==> src/rtl/raw_pkg.sv <==
package raw_pkg;
  // Number of older pipeline stages that may hold a producer.
  localparam int NUM_PROD = 3;

  // Index of each producer stage inside the comparison vectors.
  typedef enum logic [1:0] {
    PROD_DX = 2'd0,
    PROD_XM = 2'd1,
    PROD_MW = 2'd2
  } prod_stage_e;

  // Control bits that a bubble must clear.
  typedef struct packed {
    logic mem_wr;
    logic reg_wr;
  } side_ctrl_t;
endpackage

==> src/rtl/raw_dst_cmp.sv <==
// One source-versus-destination comparator.
module raw_dst_cmp #(
  parameter int AW = 5
) (
  input  logic [AW-1:0] src,
  input  logic          src_used,
  input  logic [AW-1:0] dst,
  input  logic          dst_we,
  output logic          hit
);
  logic src_live;

  always_comb begin
    src_live = src_used && (src != '0);
    hit      = src_live && dst_we && (src == dst);
  end
endmodule

==> src/rtl/raw_operand_scan.sv <==
// Compares one decode operand with every producer stage.
module raw_operand_scan #(
  parameter int AW    = 5,
  parameter int NPROD = 3
) (
  input  logic [AW-1:0]       src,
  input  logic                src_used,
  input  logic [NPROD*AW-1:0] dst_vec,
  input  logic [NPROD-1:0]    we_vec,
  output logic                any_hit
);
  logic [NPROD-1:0] stage_hit;

  for (genvar s = 0; s < NPROD; s++) begin : g_stage
    raw_dst_cmp #(.AW(AW)) u_cmp (
      .src      (src),
      .src_used (src_used),
      .dst      (dst_vec[s*AW +: AW]),
      .dst_we   (we_vec[s]),
      .hit      (stage_hit[s])
    );
  end

  assign any_hit = |stage_hit;
endmodule

==> src/rtl/raw_bubble_gen.sv <==
// Turns the hazard flag into hold enables and the execute-stage control.
module raw_bubble_gen
  import raw_pkg::*;
(
  input  logic       hazard,
  input  side_ctrl_t dec_ctrl,
  output logic       pc_hold_n,
  output logic       fd_hold_n,
  output logic       bubble,
  output side_ctrl_t ex_ctrl
);
  always_comb begin
    pc_hold_n = !hazard;
    fd_hold_n = !hazard;
    bubble    = hazard;
    if (hazard) begin
      ex_ctrl = '0;
    end else begin
      ex_ctrl = dec_ctrl;
    end
  end
endmodule

==> src/rtl/raw_interlock_ctrl.sv <==
module raw_interlock_ctrl
  import raw_pkg::*;
#(
  parameter int AW            = 5,
  parameter bit HALF_CYCLE_RF = 1'b0
) (
  input  logic          clk,
  input  logic          rst_n,
  input  logic [AW-1:0] dec_src_a,
  input  logic [AW-1:0] dec_src_b,
  input  logic          dec_use_a,
  input  logic          dec_use_b,
  input  logic          dec_mem_wr,
  input  logic          dec_reg_wr,
  input  logic [AW-1:0] dx_dst,
  input  logic          dx_we,
  input  logic [AW-1:0] xm_dst,
  input  logic          xm_we,
  input  logic [AW-1:0] mw_dst,
  input  logic          mw_we,
  output logic          pc_we,
  output logic          fd_we,
  output logic          bubble_sel,
  output logic          ex_mem_wr,
  output logic          ex_reg_wr
);
  localparam int  NPROD    = NUM_PROD;
  localparam bit  CHECK_MW = !HALF_CYCLE_RF;

  logic [NPROD*AW-1:0] dst_vec;
  logic [NPROD-1:0]    we_vec;
  logic                hit_a;
  logic                hit_b;
  logic                hazard;
  side_ctrl_t          dec_ctrl;
  side_ctrl_t          ex_ctrl;

  // Producer vectors, indexed by stage.
  always_comb begin
    dst_vec = '0;
    we_vec  = '0;
    dst_vec[PROD_DX*AW +: AW] = dx_dst;
    dst_vec[PROD_XM*AW +: AW] = xm_dst;
    dst_vec[PROD_MW*AW +: AW] = mw_dst;
    we_vec[PROD_DX] = dx_we;
    we_vec[PROD_XM] = xm_we;
    we_vec[PROD_MW] = mw_we && CHECK_MW;
  end

  raw_operand_scan #(.AW(AW), .NPROD(NPROD)) u_scan_a (
    .src      (dec_src_a),
    .src_used (dec_use_a),
    .dst_vec  (dst_vec),
    .we_vec   (we_vec),
    .any_hit  (hit_a)
  );

  raw_operand_scan #(.AW(AW), .NPROD(NPROD)) u_scan_b (
    .src      (dec_src_b),
    .src_used (dec_use_b),
    .dst_vec  (dst_vec),
    .we_vec   (we_vec),
    .any_hit  (hit_b)
  );

  assign hazard          = hit_a || hit_b;
  assign dec_ctrl.mem_wr = dec_mem_wr;
  assign dec_ctrl.reg_wr = dec_reg_wr;

  raw_bubble_gen u_bubble (
    .hazard    (hazard),
    .dec_ctrl  (dec_ctrl),
    .pc_hold_n (pc_we),
    .fd_hold_n (fd_we),
    .bubble    (bubble_sel),
    .ex_ctrl   (ex_ctrl)
  );

  assign ex_mem_wr = ex_ctrl.mem_wr;
  assign ex_reg_wr = ex_ctrl.reg_wr;

  // Operand A against the execute-stage producer must freeze the front end.
  assert_srca_dx_stall_R1: assert property (@(posedge clk) disable iff (!rst_n)
    (dec_use_a && dec_src_a != '0 && dx_we && dec_src_a == dx_dst)
      |-> (bubble_sel && !pc_we && !fd_we));

  // Operand B against the memory-stage producer must freeze the front end.
  assert_srcb_xm_stall_R2: assert property (@(posedge clk) disable iff (!rst_n)
    (dec_use_b && dec_src_b != '0 && xm_we && dec_src_b == xm_dst)
      |-> (bubble_sel && !pc_we && !fd_we));

  // Zero or unread sources on both operands never stall.
  assert_quiet_sources_R3: assert property (@(posedge clk) disable iff (!rst_n)
    ((!dec_use_a || dec_src_a == '0) && (!dec_use_b || dec_src_b == '0))
      |-> (pc_we && fd_we && !bubble_sel));

  // No writing stage downstream means no stall.
  assert_no_producer_R5: assert property (@(posedge clk) disable iff (!rst_n)
    (!dx_we && !xm_we && !mw_we) |-> !bubble_sel);

  // A bubble carries no write side effects.
  assert_bubble_clean_R6: assert property (@(posedge clk) disable iff (!rst_n)
    bubble_sel |-> (!ex_mem_wr && !ex_reg_wr));

  // Without a bubble the decode controls pass unchanged.
  assert_pass_through_R7: assert property (@(posedge clk) disable iff (!rst_n)
    !bubble_sel |-> (pc_we && fd_we && ex_mem_wr == dec_mem_wr && ex_reg_wr == dec_reg_wr));
endmodule

==> config.mk <==
export PLATFORM = sky130hd
export DESIGN_NAME = raw_interlock_ctrl
export DESIGN_NICKNAME = d
export VERILOG_FILES = /design/src/rtl/raw_pkg.sv /design/src/rtl/raw_dst_cmp.sv /design/src/rtl/raw_operand_scan.sv /design/src/rtl/raw_bubble_gen.sv /design/src/rtl/raw_interlock_ctrl.sv
export SDC_FILE = /design/constraint.sdc
export NUM_CORES = 1
export LEC_CHECK = 0
export ABC_AREA = 1
export BUFFER_PORTS_ARGS = -buffer_cell sky130_fd_sc_hd__buf_2
export CAP_MARGIN = 20
export CORE_MARGIN = 8
export CORE_UTILIZATION = 35
export DETAILED_ROUTE_END_ITERATION = 6
export PLACE_DENSITY = 0.71
export REMOVE_ABC_BUFFERS = 1
export SLEW_MARGIN = 20
export SYNTH_ARGS = -nofsm -noshare
export SYNTH_HDL_FRONTEND = slang
export SYNTH_SLANG_ARGS = --single-unit
==> constraint.sdc <==
create_clock -name vclk -period 0.8
set_input_delay 0 -clock vclk [all_inputs]
set_output_delay 0 -clock vclk [all_outputs]
set_load 0.005 [all_outputs]
Yosys cells after proc, flatten, opt, wreduce, memory -nomap -nowiden
Index checks and enable logic that the tools add are counted.
{"block": "word_totals", "register_bits": 0}
{"block": "op_classes", "eq_ne": 6, "n_mux": 1, "reduce_logical": 20}
{"cell": "== test 5 bit", "n": 6}
{"cell": "logical AND 1 bit", "n": 14}
{"cell": "nonzero test 5 bit", "n": 2}
{"cell": "OR reduction 3 bit", "n": 2}
{"cell": "two-way mux 2 bit", "n": 1}
{"cell": "logical NOT 1 bit", "n": 1}
{"cell": "logical OR 1 bit", "n": 1}

Longest topological paths before layout
{"block": "depth", "ltp_word": 7, "depth_mapped": 10, "mapped_depth_nobuf": 9}

Hierarchy
From an unflattened synthesis, not the netlist that was laid out.
{"block": "hier_totals", "cells_unflattened": 208, "area_unflattened_um2": 825.8}
{"mod": "raw_dst_cmp", "instances": 6, "seq_area_each_um2": 0.0, "area_per_inst_um2": 126.4, "cells_each": 32}
{"mod": "raw_bubble_gen", "instances": 1, "seq_area_each_um2": 0.0, "area_per_inst_um2": 33.8, "cells_each": 7}
{"mod": "raw_operand_scan", "instances": 2, "seq_area_each_um2": 0.0, "area_per_inst_um2": 11.3, "cells_each": 3}
{"mod": "raw_interlock_ctrl", "instances": 1, "seq_area_each_um2": 0.0, "area_per_inst_um2": 11.3, "cells_each": 3}

Worst setup path after synthesis
No wires, ideal clock.
{"block": "synth_path", "path_type": "input port to output port", "start": "in dec_src_b[1]", "end": "out pc_we", "stages": 10, "t_arrival_ns": 0.703, "slack_ns": 0.097, "cell_sequence": "inv_1 > nand2_1 > nand2_1 > nor2_1 > nand3_1 > nand3_1 > nand2_1 > nand2_2 > inv_1 > buf_4"}
{"block": "synth_via", "elab_chain_len": 7, "word_cells_on_any_way": 14, "classes_between": "eq/ne (3); reduce/logical (11)"}
{"element": "start: declaration", "line_no": "raw_interlock_ctrl.sv:10", "rtl": "input logic [AW-1:0] dec_src_b,"}
{"element": "nonzero test 5 bit", "line_no": "raw_dst_cmp.sv:14", "rtl": "src_live = src_used && (src != '0);"}
{"element": "logical AND 1 bit", "line_no": "raw_dst_cmp.sv:14"}
{"element": "logical AND 1 bit (2 in a row)", "line_no": "raw_dst_cmp.sv:15", "rtl": "hit = src_live && dst_we && (src == dst);"}
{"element": "OR reduction 3 bit (*)", "line_no": "raw_operand_scan.sv:24", "rtl": "assign any_hit = |stage_hit;"}
{"element": "logical OR 1 bit (*)", "line_no": "raw_interlock_ctrl.sv:66", "rtl": "assign hazard = hit_a || hit_b;"}
{"element": "net bubble_sel", "line_no": "raw_interlock_ctrl.sv:23", "rtl": "output logic bubble_sel,"}
{"element": "logical NOT 1 bit (*)"}
{"element": "end: declaration", "line_no": "raw_interlock_ctrl.sv:21", "rtl": "output logic pc_we,"}
The timed path passes the listed nets; every way through them passes the cells marked *.

Final worst setup path
{"block": "layout_path", "start": "in dx_dst[3]", "end": "out fd_we"}
{"block": "layout_via", "elab_chain_len": 5, "word_cells_on_any_way": 8, "classes_between": "eq/ne (2); reduce/logical (6)"}
{"element": "start: declaration", "line_no": "raw_interlock_ctrl.sv:15", "rtl": "input logic [AW-1:0] dx_dst,"}
{"element": "== test 5 bit", "line_no": "raw_dst_cmp.sv:15"}
{"element": "logical AND 1 bit", "line_no": "raw_dst_cmp.sv:15"}
{"element": "OR reduction 3 bit", "line_no": "raw_operand_scan.sv:24"}
{"element": "logical OR 1 bit (*)", "line_no": "raw_interlock_ctrl.sv:66"}
{"element": "logical NOT 1 bit (*)", "line_no": "raw_bubble_gen.sv:14", "rtl": "fd_hold_n = !hazard;"}
{"element": "end: declaration", "line_no": "raw_interlock_ctrl.sv:22", "rtl": "output logic fd_we,"}
Every way passes the cells marked *; elsewhere a longest branch is shown, timed or not.

==> results.toml <==
[status]
status = "finished with violations"
failed_checks = "negative setup slack"

[die]
die_h_um = 57.3
die_w_um = 57.3
dieArea_mm2 = 0.00329
rows = 15
coreArea_mm2 = 0.00167
initial_utilization_pct = 35.8
io_pins = 39

[sta]
rsz0062_at_grt = "yes"
setup_slack_ns = -0.0706
timing.fmax_ghz = 1.15
hold_viol = 0
tightestPinTransition_ns = 0.127
min_period_ns = 0.871
setup_viol = 5
maxSlewViolCount = 0
relSlewSlack_pct = 91.5
setup-tns-final_ns = -0.298
whs_ns = 0.284
timing.final.crit_share_pct = 109

[power_and_ir_drop]
ir_drop_mv = 0.236
power_density_mw_per_mm2 = 510
total_power_uw = 508
p_leak_uw = 0.000633

[logic_synthesis]
ys_seq_area_share_pct = 0
synth-compound-area-share_pct = 4.18
synth.avg_cell_area_um2 = 3.93
synthXorXnorAreaFrac_pct = 0
synth_top_family_by_area = "simple AND/OR/NAND/NOR gates"
syn-instance-count = 152
ys_warn_count = 0
ys_types = 10
muxShareOfSynthArea_pct = 0
synthAdderAreaFrac_pct = 0
netlist_area_um2 = 598
yosys.area_share.simple_pct = 76.4

[hold_path]
hp-class = "in -> out"

[final_layout]
layout-drive-gt1-share_pct = 38.8
fill_cells = 178
fin_nets = 224
design.seq.count = 0
register_area_um2 = 0
clkbuf_count = 0
design_area_um2 = 996
n_antenna_cell = 0
area_growth_pct = 66.5
fin_cells = 205

[grt]
grt_max_degree = 8
antenna_found_initial = 0
grt_overflow = 0
grt_pass1_vias = 858
grtUsageTotal_pct = 12.3
grt_pass1_wl_um = 3530

[placement]
dp_cells = 205
port_buffers = 37
placed_area_um2 = 797
dpl.hpwl_um = 1810
gp_congestion = 0.968

[worst_setup_path]
required_ns = 0.80
crit_type = "in -> out"
end_kind = "output pin"
path_max_fanout = 4
cp-start-kind = "input pin"
worstPathArrival_ns = 0.87

[detailed_routing]
wirelength_um = 2150
ant_nets = 0
drc = 0
first_pass_iters = 4
dr.first_iter.drc_count = 26
num_vias = 952
wl_per_cell_um = 10.5
viasPerCell = 4.64

[clocking]
postCtsSetupRepairBufs = 0
ctsHoldBuffers = 0

[flow_run]
drv_cap = 0
[critical path: stages]
cell and delay, ns:
buf_2 0.10, inv_2 0.04, nand2_1 0.05, nand2_1 0.06
nor2_2 0.11, nand3_1 0.09, nand3_1 0.09, nand2_1 0.06
nand2_2 0.11, inv_2 0.05, buf_6 0.11
[layout by cell type (no fill, tap or decap), types with 5 or more instances in the layout]
cell type and n:
buf_2 20, buf_6 10, buf_8 7, inv_1 9, inv_2 11, inv_4 7, nand2_1 71, nand2_2 10
nand3_1 8, nor2_1 21, nor2_2 5
[area by class of cell]
class / count / area (µm²) / area share, %
well taps: 17 / 21.3 / 2.14
repair buffers: 37 / 318 / 31.9
multi-input cells: 122 / 520 / 52.3
inverters: 29 / 136 / 13.7
[Yosys cell counts]
cell / n / share of area (%)
inv_1: 26 / 16
nand4_1: 2 / 2.1
o21ai_1: 2 / 1.7
nand2_2: 1 / 1.0
inv_2: 3 / 1.9
nor2_1: 26 / 16
o21ai_0: 3 / 2.5
nand3_1: 8 / 6.7
buf_4: 1 / 1.3
nand2_1: 80 / 50
[power by group]
part | switching, µW | internal, µW
clock | 0 | 0
sequential | 0 | 0
combinational | 263 | 245
total | 263 | 245
[stage by stage]
stage,util (%),setup slack (ns)
global route,59.6,-0.152
CTS,55.9,-0.0648
floorplan,-,0.184
finish,59.6,-0.0706
global placement,47.7,-0.117
detailed placement,47.7,-0.134
[routing by layer]
layer | wire length (µm) | GRT usage, %
met2 | 1080 | 21.9
met5 | 0 | 0
met4 | 0 | 0
met1 | 937 | 16.0
met3 | 131 | 1.79
[logic make-up after synthesis]
group                  Yosys count
AO/OA/AOI/OAI                    5
buffers and inverters           30
AND/OR/NAND/NOR                117
[path summary, 6_finish.rpt]
| check | from | to | slack, ns | cells past startpoint |
|---|---|---|---|---|
| worst max-delay path | dx_dst[3] | fd_we | -0.07 | 11 |
| worst min-delay path | dec_mem_wr | ex_mem_wr | 0.28 | 4 |
[timing repair]
| action | CTS | global route |
|---|---|---|
| gates resized for setup | 54 | 23 |
| cloned | 0 | 0 |
| setup endpoints to repair | 5 | 5 |
| pin swaps | 22 | 17 |
No activity file was read; power rests on OpenSTA's default activity.
